==> src/rtl/pwrseq_pkg.sv <==
package pwrseq_pkg;

   localparam int unsigned STATE_W = 3;

   typedef enum logic [STATE_W-1:0] {
      PS_RESET     = 3'd0,
      PS_STANDBY   = 3'd1,
      PS_INTSTART  = 3'd2,
      PS_SOFTSTART = 3'd3,
      PS_NORMAL    = 3'd4,
      PS_BSETTLE   = 3'd5
   } pwr_state_e;

   function automatic int unsigned cnt_width(input int unsigned n);
      return (n < 2) ? 1 : $clog2(n);
   endfunction

endpackage

==> src/rtl/pwrseq_delay.sv <==
module pwrseq_delay #(
   parameter int unsigned STARTUP_TICKS   = 10,
   parameter int unsigned SOFTSTART_TICKS = 10
) (
   input  logic clk,
   input  logic rst,
   input  logic clr,
   input  logic tick,
   input  logic sel_soft,
   output logic done
);
   import pwrseq_pkg::*;

   localparam int unsigned MAX_T = (STARTUP_TICKS > SOFTSTART_TICKS) ? STARTUP_TICKS : SOFTSTART_TICKS;
   localparam int unsigned CW    = cnt_width(MAX_T);

   if (STARTUP_TICKS < 1) begin : g_chk_start
      $error("STARTUP_TICKS must be at least 1");
   end
   if (SOFTSTART_TICKS < 1) begin : g_chk_soft
      $error("SOFTSTART_TICKS must be at least 1");
   end

   if (MAX_T == 1) begin : g_single
      // every delay is one tick long: no counter needed
      logic unused_sig;
      assign unused_sig = ^{clk, rst, clr, sel_soft};
      assign done = tick;
   end else begin : g_count
      logic [CW-1:0] cnt_q;
      logic [CW-1:0] limit;

      assign limit = sel_soft ? CW'(SOFTSTART_TICKS - 1) : CW'(STARTUP_TICKS - 1);
      assign done  = tick && (cnt_q == limit);

      always_ff @(posedge clk or posedge rst) begin
         if (rst) begin
            cnt_q <= '0;
         end else if (clr) begin
            cnt_q <= '0;
         end else if (tick && (cnt_q != limit)) begin
            cnt_q <= cnt_q + 1'b1;
         end
      end
   end

endmodule

==> src/rtl/pwrseq_fsm.sv <==
module pwrseq_fsm (
   input  logic                   clk,
   input  logic                   rst,
   input  logic                   stby_release,
   input  logic                   boost_en,
   input  logic                   therm_fault,
   input  logic                   delay_done,
   output pwrseq_pkg::pwr_state_e state_q,
   output logic                   boost_live,
   output logic                   delay_clr,
   output logic                   delay_soft
);
   import pwrseq_pkg::*;

   pwr_state_e state_nx;

   always_comb begin
      state_nx = state_q;
      case (state_q)
         PS_RESET:    state_nx = PS_STANDBY;
         PS_STANDBY:  if (stby_release) state_nx = PS_INTSTART;
         PS_INTSTART: begin
            if (!therm_fault && delay_done)
               state_nx = boost_en ? PS_SOFTSTART : PS_NORMAL;
         end
         PS_BSETTLE: begin
            if (therm_fault)     state_nx = PS_INTSTART;
            else if (!boost_en)  state_nx = PS_NORMAL;
            else if (delay_done) state_nx = PS_SOFTSTART;
         end
         PS_SOFTSTART: begin
            if (therm_fault)     state_nx = PS_INTSTART;
            else if (!boost_en)  state_nx = PS_NORMAL;
            else if (delay_done) state_nx = PS_NORMAL;
         end
         PS_NORMAL: begin
            if (therm_fault)                 state_nx = PS_INTSTART;
            else if (boost_en && !boost_live) state_nx = PS_BSETTLE;
         end
         default: state_nx = PS_STANDBY;
      endcase
      if ((state_q != PS_RESET) && !stby_release) state_nx = PS_STANDBY;
   end

   always_ff @(posedge clk or posedge rst) begin
      if (rst) begin
         state_q    <= PS_RESET;
         boost_live <= 1'b0;
      end else begin
         state_q <= state_nx;
         if ((state_q == PS_SOFTSTART) && (state_nx == PS_NORMAL) && boost_en)
            boost_live <= 1'b1;
         else if ((state_nx != PS_NORMAL) || !boost_en)
            boost_live <= 1'b0;
      end
   end

   // restart the delay on every state change and on each fault cycle
   assign delay_clr  = (state_nx != state_q) || therm_fault;
   assign delay_soft = (state_q == PS_SOFTSTART);

   assert_reset_hold_R1: assert property (@(posedge clk)
      rst |-> state_q == PS_RESET);

   assert_standby_entry_R2: assert property (@(posedge clk) disable iff (rst)
      (state_q != PS_RESET && !stby_release) |=> state_q == PS_STANDBY);

   assert_release_start_R3: assert property (@(posedge clk) disable iff (rst)
      (state_q == PS_STANDBY && stby_release) |=> state_q == PS_INTSTART);

   assert_thermal_return_R4: assert property (@(posedge clk) disable iff (rst)
      (state_q != PS_RESET && state_q != PS_STANDBY && stby_release && therm_fault)
      |=> state_q == PS_INTSTART);

   assert_soft_to_normal_R5: assert property (@(posedge clk) disable iff (rst)
      (state_q == PS_SOFTSTART && stby_release && !therm_fault && boost_en && delay_done)
      |=> (state_q == PS_NORMAL && boost_live));

   assert_reenable_settle_R7: assert property (@(posedge clk) disable iff (rst)
      (state_q == PS_NORMAL && stby_release && !therm_fault && boost_en && !boost_live)
      |=> state_q == PS_BSETTLE);

   assert_abort_boost_R8: assert property (@(posedge clk) disable iff (rst)
      ((state_q == PS_BSETTLE || state_q == PS_SOFTSTART) && stby_release
       && !therm_fault && !boost_en) |=> (state_q == PS_NORMAL && !boost_live));

endmodule

==> src/rtl/pwrseq_outputs.sv <==
module pwrseq_outputs (
   input  pwrseq_pkg::pwr_state_e state_q,
   input  logic                   boost_live,
   input  logic                   boost_en,
   output logic                   bias_en,
   output logic                   boost_run,
   output logic                   boost_pwm,
   output logic                   led_run
);
   import pwrseq_pkg::*;

   always_comb begin
      bias_en   = 1'b0;
      boost_run = 1'b0;
      boost_pwm = 1'b0;
      led_run   = 1'b0;
      case (state_q)
         PS_INTSTART, PS_BSETTLE: bias_en = 1'b1;
         PS_SOFTSTART: begin
            bias_en   = 1'b1;
            boost_run = 1'b1;
         end
         PS_NORMAL: begin
            bias_en   = 1'b1;
            led_run   = 1'b1;
            boost_run = boost_live && boost_en;
            boost_pwm = boost_live && boost_en;
         end
         default: ;
      endcase
   end

endmodule

==> src/rtl/pwr_mode_seq.sv <==
module pwr_mode_seq #(
   parameter int unsigned STARTUP_TICKS   = 10,
   parameter int unsigned SOFTSTART_TICKS = 10
) (
   input  logic       clk,
   input  logic       hw_rst_n,
   input  logic       por_active,
   input  logic       stby_release,
   input  logic       boost_en,
   input  logic       therm_fault,
   input  logic       ms_tick,
   output logic       bias_en,
   output logic       boost_run,
   output logic       boost_pwm,
   output logic       led_run,
   output logic [2:0] mode_state
);
   import pwrseq_pkg::*;

   logic       rst_int;
   pwr_state_e state_q;
   logic       boost_live;
   logic       delay_clr;
   logic       delay_soft;
   logic       delay_done;

   assign rst_int = !hw_rst_n || por_active;

   pwrseq_delay #(
      .STARTUP_TICKS  (STARTUP_TICKS),
      .SOFTSTART_TICKS(SOFTSTART_TICKS)
   ) u_delay (
      .clk     (clk),
      .rst     (rst_int),
      .clr     (delay_clr),
      .tick    (ms_tick),
      .sel_soft(delay_soft),
      .done    (delay_done)
   );

   pwrseq_fsm u_fsm (
      .clk         (clk),
      .rst         (rst_int),
      .stby_release(stby_release),
      .boost_en    (boost_en),
      .therm_fault (therm_fault),
      .delay_done  (delay_done),
      .state_q     (state_q),
      .boost_live  (boost_live),
      .delay_clr   (delay_clr),
      .delay_soft  (delay_soft)
   );

   pwrseq_outputs u_out (
      .state_q   (state_q),
      .boost_live(boost_live),
      .boost_en  (boost_en),
      .bias_en   (bias_en),
      .boost_run (boost_run),
      .boost_pwm (boost_pwm),
      .led_run   (led_run)
   );

   assign mode_state = state_q;

endmodule

==> config.mk <==
export PLATFORM = sky130hd
export DESIGN_NAME = pwr_mode_seq
export DESIGN_NICKNAME = d
export VERILOG_FILES = /design/src/rtl/pwrseq_pkg.sv /design/src/rtl/pwrseq_delay.sv /design/src/rtl/pwrseq_fsm.sv /design/src/rtl/pwrseq_outputs.sv /design/src/rtl/pwr_mode_seq.sv
export SDC_FILE = /design/constraint.sdc
export NUM_CORES = 1
export LEC_CHECK = 0
export BUFFER_PORTS_ARGS = -buffer_cell sky130_fd_sc_hd__buf_2
export CAP_MARGIN = 20
export CORE_UTILIZATION = 45
export CTS_BUF_LIST = sky130_fd_sc_hd__clkbuf_16
export DETAILED_ROUTE_END_ITERATION = 16
export HOLD_SLACK_MARGIN = 0.15
export PLACE_DENSITY = 0.68
export SLEW_MARGIN = 0
export SYNTH_ARGS = -nofsm -noshare
export SYNTH_HDL_FRONTEND = slang
export SYNTH_HIERARCHICAL = 1
export SYNTH_SLANG_ARGS = --single-unit
export TNS_END_PERCENT = 30
==> constraint.sdc <==
create_clock -name clk -period 6.48 [get_ports clk]
set_input_delay 1.296 -clock clk [delete_from_list [all_inputs] [get_ports clk]]
set_output_delay 1.296 -clock clk [all_outputs]
set_load 0.005 [all_outputs]
==> results.toml, run 1 <==
[status]
run_status = "complete, no violations"

[worst_hold_path]
hold_path.class = "reg2reg"

[sta]
setup_viol = 0
fmax_mhz = 324
period_minus_slack_ns = 3.09
fin_skew_ns = 0.00302
tightest_slew_ns = 0.567
slew_headroom_pct = 62.2
setup_tns_ns = 0
finalCritPeriodShare_pct = 47.6
worst_slack_ns = 3.39
slew_violations = 0
grt_setup_unrepaired = "false"
final_hold_viol_count = 0

[finish]
num-nets-final = 103
layout_commonest_cell = "buf_2"
final_cell_area_um2 = 818
stdcell_count = 107
layout-drive-gt1-share_pct = 28.3
fill_cells = 120
layout_common_cells = "13 x buf_2, 8 x nor2_1, 8 x dfrtp_1, 7 x inv_1, 6 x nand2_1"
n_antenna_cell = 0
syn2layout_area_growth_pct = 21.1

[clocking]
cts_tree = "built"
hold_buffers = 0
clk_pin_slew_ns = 0.03
clock_path_buffers = 2
cts_root_buffer = "clkbuf_16"
h-tree-depth = 1
cts-buffers-inserted = 3
cts.sinks = 8
cts_resized = 0
insertion_delay_ns = 0.23
post-cts-setup-buffers = 0

[die]
die-area_um2 = 1660
coreArea_um2 = 1350
fp-row-count = 13
die_width_um = 40.8
start_util_pct = 50.0
die_h_um = 40.8
io-pin-count = 14

[route]
wl_per_cell_um = 13.0
routed_via_density = 5.75
drc = 0
drt_iter0_markers = 24
routed_wl_mm = 1.39
drtAntennaViolNets = 0
via_count = 615
first_pass_iters = 4

[setup_path]
cp_max_fo = 8
arrival_ns = 1.79
worst_ep_required_time_ns = 5.18
path_class = "in2out"
cp-start-kind = "input pin"
end_kind = "output pin"

[global_route]
globalRouteMet3Util_pct = 3.26
grt-ovfl-total = 0
grt_antenna_before_repair = 0
track_usage_pct = 19.1
grt_use_met1_pct = 24.5
busiest_layer = "met2"
grt_max_degree = 18
gr-usage-met2_pct = 29.4
grt_pass1_wl_mm = 1.99
first_global_vias = 463

[synth]
syn-cell-area_um2 = 676
syn-mean-instance-area_um2 = 8.66
syn_inst = 78
yosysWarnings = 6
synthesis.nets = 87

[pwr]
power_frac_clock_pct = 52.9
power_per_cell_area_nw_per_um2 = 235
p_sw_mw = 0.0456
combinationalPowerShare_pct = 15.7
p_int_mw = 0.147
p_leak_nw = 0.435
power_mw = 0.192
swShare_pct = 23.7
seq_power_share_pct = 31.5
ir_drop_mv = 0.355

[place]
dpl_worst_slack_ns = 3.37
portBuffers = 13
dp.cells = 104
dp_hpwl_mm = 1.03
gp_congestion = 0.756
place_area_um2 = 743

[run]
drv_cap = 0
-- final cells by class --
class	count	area (um^2)	share of cell area (%)
Multi-Input combinational cell	61	433	52.9
Sequential cell	8	200	24.5
Clock buffer	3	75.1	9.17
Timing Repair Buffer	13	65.1	7.95
Inverter	7	26.3	3.21
Tap cell	15	18.8	2.29
-- worst max-delay path, cell delays in order --
cell and delay, ns:
buf_2 0.14, a32o_1 0.23, buf_2 0.12
-- power by group through the flow --
stage | Combinational [mW] | Sequential (mW) | Clock [mW]
2_1_floorplan | 0.0253 | 0.0572 | 0
3_3_place_gp | 0.0296 | 0.0608 | 0
3_5_place_dp | 0.0300 | 0.0611 | 0
4_1_cts | 0.0302 | 0.0605 | 0.103
5_1_grt | 0.0339 | 0.0614 | 0.106
6_report | 0.0302 | 0.0605 | 0.102
-- state kept, by name (all words and copies together), names as in the netlist --
signal / cells
u_fsm/boost_live: 1
u_delay/g_count.cnt_q: 4
u_fsm/state_q: 3
-- final timing paths --
path,slack (ns),startpoint,cells past startpoint,to
hold reg to reg,0.58,u_delay/g_count.cnt_q[2]$_DFFE_PP0P_,2,u_delay/g_count.cnt_q[2]$_DFFE_PP0P_
setup / recovery,3.39,boost_en,3,boost_run
min in group asynchronous,0.99,hw_rst_n,3,u_fsm/boost_live$_DFFE_PP0P_
hold / removal,0.58,u_delay/g_count.cnt_q[2]$_DFFE_PP0P_,2,u_delay/g_count.cnt_q[2]$_DFFE_PP0P_
max in group asynchronous,5.23,por_active,3,u_delay/g_count.cnt_q[2]$_DFFE_PP0P_
setup reg to reg,4.06,u_delay/g_count.cnt_q[1]$_DFFE_PP0P_,11,u_delay/g_count.cnt_q[0]$_DFFE_PP0P_
-- stage by stage --
step,util [%],hold slack (ns)
after CTS,60.6,0.576
after global placement,55.1,0.566
final,60.6,0.581
after detailed placement,55.1,0.570
after floorplan,-,0.535
after global routing,60.6,0.617
-- layer usage --
metal	vias to the layer above	wire length, um
met4	0	27
met2	28	591
li1	306	-
met1	277	686
met5	-	0
met3	4	81
(Power assumes the default switching activity.)
==> run 2, diff against run 1 <==
--- a/config.mk
+++ b/config.mk
@@ -5,13 +5,15 @@
 export SDC_FILE = /design/constraint.sdc
 export NUM_CORES = 1
 export LEC_CHECK = 0
+export ABC_AREA = 1
 export BUFFER_PORTS_ARGS = -buffer_cell sky130_fd_sc_hd__buf_2
 export CAP_MARGIN = 20
+export CORE_ASPECT_RATIO = 1.25
 export CORE_UTILIZATION = 45
 export CTS_BUF_LIST = sky130_fd_sc_hd__clkbuf_16
 export DETAILED_ROUTE_END_ITERATION = 16
 export HOLD_SLACK_MARGIN = 0.15
-export PLACE_DENSITY = 0.68
+export PLACE_DENSITY = 0.67
 export SLEW_MARGIN = 0
 export SYNTH_ARGS = -nofsm -noshare
 export SYNTH_HDL_FRONTEND = slang
==> constraint.sdc (replaced) <==
create_clock -name clk -period 2.84 [get_ports clk]
set_input_delay 0.568 -clock clk [delete_from_list [all_inputs] [get_ports clk]]
set_output_delay 0.568 -clock clk [all_outputs]
set_load 0.005 [all_outputs]
==> run 2 against run 1 <==
  * Global-route usage increased by 2.4 points
  * Sequential power increased by 120%
  * Core utilization shrank 3.3 points
  * Register-to-register slack got worse by 3.5 ns
  * Synthesized area is 12% higher
==> results.toml, run 2 <==
[synth]
syn_inst = 129
syn-cell-area_um2 = 758
synthTopCellsByArea = "dfrtp_1 26%, nand2_1 20%, inv_1 11%"
synth_commonest_cells = "41 x nand2_1, 23 x inv_1, 16 x nor2_1"
synth_ff_type = "dfrtp_1"
synth_edf_count = 0
synth_most_common_cell = "nand2_1"
ys_types = 19
yosysSeqAreaShare_pct = 26.4
syn-mean-instance-area_um2 = 5.88
yosysWarnings = 6
ys_ff_latch = 8
synth_top_area_cell = "dfrtp_1"
synthesis.nets = 138
async_reset_ff_share_pct = 100
synth_top_area_share_pct = 26.4

[clocking]
h-tree-depth = 1
cts_tree = "built"
insertion_delay_ns = 0.23
post-cts-setup-buffers = 0
cts_resized = 0
cts-buffers-inserted = 3
cts_root_buffer = "clkbuf_16"
cts.sinks = 8
clk_pin_slew_ns = 0.04
hold_buffers = 0
clock_path_buffers = 2

[die]
start_util_pct = 48.6
die-area_um2 = 1850
io-pin-count = 14
fp-row-count = 16
die_h_um = 47.9
die_width_um = 38.7
coreArea_um2 = 1560

[sta]
tightest_slew_ns = 0.480
slew_headroom_pct = 68.0
final_hold_viol_count = 0
holdWs_ns = 0.258
setup_viol = 0
slew_violations = 0
finalCritPeriodShare_pct = 80.3
setup_tns_ns = 0
fmax_mhz = 438
period_minus_slack_ns = 2.28
fin_skew_ns = 0.000635
grt_setup_unrepaired = "false"

[setup_path]
critPathLaunch = "u_delay/g_count.cnt_q[1]$_DFFE_PP0P_"
crit_path_max_incr_delay_ns = 0.41
end_kind = "register"
r2r-start = "u_delay/g_count.cnt_q[1]$_DFFE_PP0P_"
cp_max_fo = 6
path_delay_family = "simple AND/OR/NAND/NOR gates"
worst_ep_required_time_ns = 3.01
worst_path_max_delay_cell = "dfrtp_1"
cp_common_cell = "nand2_1"
path_class = "reg2reg"
path_buf_inv = 2
cp-start-kind = "register"
arrival_ns = 2.45
crit_path_cell_trace = "inv_1 > ha_1 > nand3b_1 > nor2_1 > nand2_1 > a21oi_1 > nand2_1 > nand2_1 > nand2_1 > nand2_1 > nand2_2 > nor2_2 > nand2_1 > inv_1 > nand4_1 > nand2_1"

[finish]
fill_cells = 161
seqCellArea_um2 = 200
multi_input_area_um2 = 427
layout_commonest_cell = "nand2_1"
syn2layout_area_growth_pct = 18.0
layout-drive-gt1-share_pct = 19.7
n_antenna_cell = 0
reg_top3 = "u_delay/g_count.cnt_q x4, u_fsm/state_q x3, u_fsm/boost_live x1"
num-nets-final = 153
largest_reg_flops = 4
top_register = "u_delay/g_count.cnt_q"
layout_common_cells = "41 x nand2_1, 23 x inv_1, 16 x nor2_1, 13 x buf_2, 12 x nand3_1"

[route]
via_count = 782
drt-met1-wl_um = 674
routed_wl_mm = 1.60
dr_wl_met3_um = 49
drc = 0
drtAntennaViolNets = 0
top_layer = "met4"
wl_met2_um = 863
routed_via_density = 4.89
drt_iter0_markers = 9
first_pass_iters = 4
wl_per_cell_um = 10.0

[place]
gp_congestion = 0.813
dp_hpwl_mm = 1.20
portBuffers = 13

[worst_hold_path]
hold_path.class = "in2async"

[pwr]
p_leak_nw = 0.565
ir_drop_mv = 0.541
power_per_cell_area_nw_per_um2 = 504

[global_route]
track_usage_pct = 21.5
grt_max_degree = 16
first_global_vias = 684
grt_antenna_before_repair = 0
grt_pass1_wl_mm = 2.77
grt-ovfl-total = 0

[run]
drv_cap = 0

[status]
run_status = "complete, no violations"
run 2: path summary, 6_finish.rpt:
path	endpoint	slack, ns	depth (start not counted)
worst max-delay path	u_delay/g_count.cnt_q[0]$_DFFE_PP0P_	0.56	16
worst min-delay path	u_delay/g_count.cnt_q[2]$_DFFE_PP0P_	0.26	3
worst max register to register	u_delay/g_count.cnt_q[0]$_DFFE_PP0P_	0.56	16
worst min register to register	u_delay/g_count.cnt_q[1]$_DFFE_PP0P_	0.57	2
max in group asynchronous	u_delay/g_count.cnt_q[3]$_DFFE_PP0P_	2.38	4
min in group clk	u_delay/g_count.cnt_q[1]$_DFFE_PP0P_	0.57	2
run 2: cells by family (layout without fill, tap and decap cells):
logic type | count (synthesis) | count (layout) | share of synthesized area (%)
compound gates | 4 | 4 | 2.81
fa+ha+maj | 2 | 2 | 3.30
buf+inv | 31 | 44 | 17.3
flops | 8 | 8 | 26.4
simple gates | 84 | 84 | 50.2
run 2: area by class of cell:
class / instances / share of cell area, %
multi-input cells: 90 / 47.7
well taps: 18 / 2.52
repair buffers: 13 / 7.27
clock buffers: 3 / 8.39
flip-flops and latches: 8 / 22.4
inverters: 28 / 11.7
run 2: through the flow:
| step | setup WS, ns | total power, mW | cells | instance area (um^2) | utilization [%] |
|---|---|---|---|---|---|
| final | 0.559 | 0.451 | 160 | 895 | 57.3 |
| after global routing | 0.298 | 0.479 | 160 | 895 | 57.3 |
| after CTS | 0.561 | 0.457 | 160 | 895 | 57.3 |
| after detailed placement | 0.613 | 0.220 | 157 | 820 | 52.5 |
| after global placement | 0.615 | 0.219 | 157 | 820 | 52.5 |
| after floorplan | 0.899 | 0.198 | 129 | 758 | - |
run 2: worst register-to-register path: cells and delay by family (launching register included):
kind	cells	cell delay, ns
buf+inv	2	0.20
simple gates	12	1.31
flops	1	0.41
fa+ha+maj	1	0.15
compound gates	1	0.15
run 2: where the power goes:
group	switching (mW)	total [mW]	internal (mW)
Combinational	0.0508	0.0830	0.0322
Sequential	0.0155	0.135	0.120
Clock	0.0518	0.233	0.181
run 2: metal layers:
layer | track usage, % | vias to the layer above
met4 | 8.28 | 0
met1 | 23.6 | 344
met3 | 2.79 | 2
li1 | - | 420
met2 | 41.3 | 16
met5 | 0 | -
==> run 3, diff against run 2 <==
==> constraint.sdc (replaced) <==
create_clock -name clk -period 2.21 [get_ports clk]
set_input_delay 0.442 -clock clk [delete_from_list [all_inputs] [get_ports clk]]
set_output_delay 0.442 -clock clk [all_outputs]
set_load 0.005 [all_outputs]
==> run 3 against run 2 <==
  * First-iteration DRC count rose to 3.0 times the previous value
  * Fmax grew 14%
  * Global-route usage is 1.2 points lower
  * Critical path type unchanged
==> results.toml, run 3 (synthesis gave the netlist of run 2 again) <==
[sta]
setup_viol = 0
slew_headroom_pct = 67.6
setup_tns_ns = 0
finalCritPeriodShare_pct = 90.9
fmax_mhz = 498
slew_violations = 0
holdWs_ns = 0.203
fin_skew_ns = 0.00265
worst_slack_ns = 0.200
tightest_slew_ns = 0.485
final_hold_viol_count = 0
period_minus_slack_ns = 2.01
grt_setup_unrepaired = "false"

[setup_path]
cp-start-kind = "register"
ff2ff_path_depth = 17
worst_path_max_delay_cell = "dfrtp_1"
cp_common_cell = "nand2_1"
arrival_ns = 2.16
end_kind = "register"
worst_ep_required_time_ns = 2.37
path_delay_family = "simple AND/OR/NAND/NOR gates"
path_class = "reg2reg"
r2r-end = "u_delay/g_count.cnt_q[2]$_DFFE_PP0P_"
cp_max_fo = 6
path_buf_inv = 3
r2r_slack_ns = 0.20
r2r-start = "u_delay/g_count.cnt_q[1]$_DFFE_PP0P_"
crit_path_cell_trace = "inv_1 > ha_1 > nand3b_1 > nor2_1 > buf_4 > nand2_1 > a21oi_1 > nand2_1 > nand2_1 > nand2_1 > nand2_1 > nand2_2 > nor2_2 > nand2_1 > inv_2 > nand2_1 > nor2_1"
crit_path_max_incr_delay_ns = 0.40

[global_route]
first_global_vias = 663
grt_antenna_before_repair = 0
grt-ovfl-total = 0
track_usage_pct = 20.3
grt_pass1_wl_mm = 2.62
grt_max_degree = 16

[pwr]
power_per_cell_area_nw_per_um2 = 622
p_leak_nw = 0.596
ir_drop_mv = 0.490

[route]
drt_iter0_markers = 27
routed_via_density = 4.80
via_count = 801
drtAntennaViolNets = 0
routed_wl_mm = 1.64
wl_per_cell_um = 9.84
first_pass_iters = 4
drc = 0

[place]
portBuffers = 13
gp_congestion = 0.752
dpl_worst_slack_ns = 0.142
dp_hpwl_mm = 1.26

[clocking]
insertion_delay_ns = 0.23
cts_tree = "built"
cts_root_buffer = "clkbuf_16"
post-cts-setup-buffers = 0
clock_path_buffers = 2
cts.sinks = 8
clk_pin_slew_ns = 0.04
cts-buffers-inserted = 3
h-tree-depth = 1

[finish]
top_register = "u_delay/g_count.cnt_q"
reg_top3 = "u_delay/g_count.cnt_q x4, u_fsm/state_q x3, u_fsm/boost_live x1"
layout_common_cells = "41 x nand2_1, 22 x inv_1, 16 x nor2_1, 13 x buf_2, 12 x nand3_1"
layout-drive-gt1-share_pct = 23.5
num-nets-final = 160
syn2layout_area_growth_pct = 25.2
n_antenna_cell = 0
layout_commonest_cell = "nand2_1"
largest_reg_flops = 4

[die]
coreArea_um2 = 1560
io-pin-count = 14
start_util_pct = 48.6
die_width_um = 38.7
die_h_um = 47.9
fp-row-count = 16
die-area_um2 = 1850

[run]
drv_cap = 0

[status]
run_status = "complete, no violations"

[worst_hold_path]
hold_path.class = "in2async"
run 3: cell types whose count changed in the layout (fill, tap and decap cells not counted), sizes merged:
cell,before,now
dlygate4sd3,0,1
buf,13,19
run 3: how the worst max path moves through the flow:
| stage | start | end | slack, ns | depth (start not counted) |
|---|---|---|---|---|
| 5_1_grt | u_delay/g_count.cnt_q[1]$_DFFE_PP0P_ | u_delay/g_count.cnt_q[0]$_DFFE_PP0P_ | 0.003 | 18 |
| 6_report | u_delay/g_count.cnt_q[1]$_DFFE_PP0P_ | u_delay/g_count.cnt_q[2]$_DFFE_PP0P_ | 0.20 | 17 |
| 2_1_floorplan | u_delay/g_count.cnt_q[1]$_DFFE_PP0P_ | u_delay/g_count.cnt_q[0]$_DFFE_PP0P_ | 0.27 | 16 |
| 4_1_cts | u_delay/g_count.cnt_q[1]$_DFFE_PP0P_ | u_delay/g_count.cnt_q[1]$_DFFE_PP0P_ | 0.12 | 17 |
| 3_3_place_gp | u_delay/g_count.cnt_q[1]$_DFFE_PP0P_ | u_delay/g_count.cnt_q[0]$_DFFE_PP0P_ | 0.18 | 17 |
| 3_5_place_dp | u_delay/g_count.cnt_q[1]$_DFFE_PP0P_ | u_delay/g_count.cnt_q[1]$_DFFE_PP0P_ | 0.14 | 17 |
run 3: metal layers:
layer | vias up | wire length, um | track usage (%)
met1 | 350 | 712 | 23.3
met5 | - | 0 | 0
met3 | 2 | 67 | 2.79
met2 | 19 | 851 | 36.3
met4 | 0 | 12 | 10.3
li1 | 430 | - | -
run 3: worst register-to-register path: stages, from the launching register on:
cell and delay, ns:
dfrtp_1 0.40, inv_1 0.07, ha_1 0.16, nand3b_1 0.11, nor2_1 0.10, buf_4 0.15, nand2_1 0.06, a21oi_1 0.13
nand2_1 0.08, nand2_1 0.07, nand2_1 0.07, nand2_1 0.08, nand2_2 0.06, nor2_2 0.09, nand2_1 0.06, inv_2 0.10
nand2_1 0.06, nor2_1 0.10
run 3: cell type report:
class,count,area [um^2]
clock buffers,3,75.1
fillers,155,612
inverters,28,105
multi-input cells,90,427
flip-flops and latches,8,200
well taps,18,22.5
repair buffers,20,120
run 3: timing repair:
action | 4_1_cts | 5_1_grt
resized for setup | 0 | 1
hold buffers | 1 | 0
endpoints found under the hold margin | 4 | 0
setup endpoints to repair | 0 | 4
run 3: through the flow:
stage	cell area, um^2	power (mW)	instances	util, %
after global routing	950	0.629	167	60.8
after global placement	865	0.290	163	55.4
after detailed placement	865	0.293	163	55.4
after CTS	950	0.599	167	60.8
final	950	0.591	167	60.8
after floorplan	758	0.254	129	-
run 3: power breakdown:
part,switching (mW),internal (mW),total [mW]
clock network,0.0649,0.233,0.298
logic,0.0703,0.0503,0.121
registers,0.0186,0.154,0.173
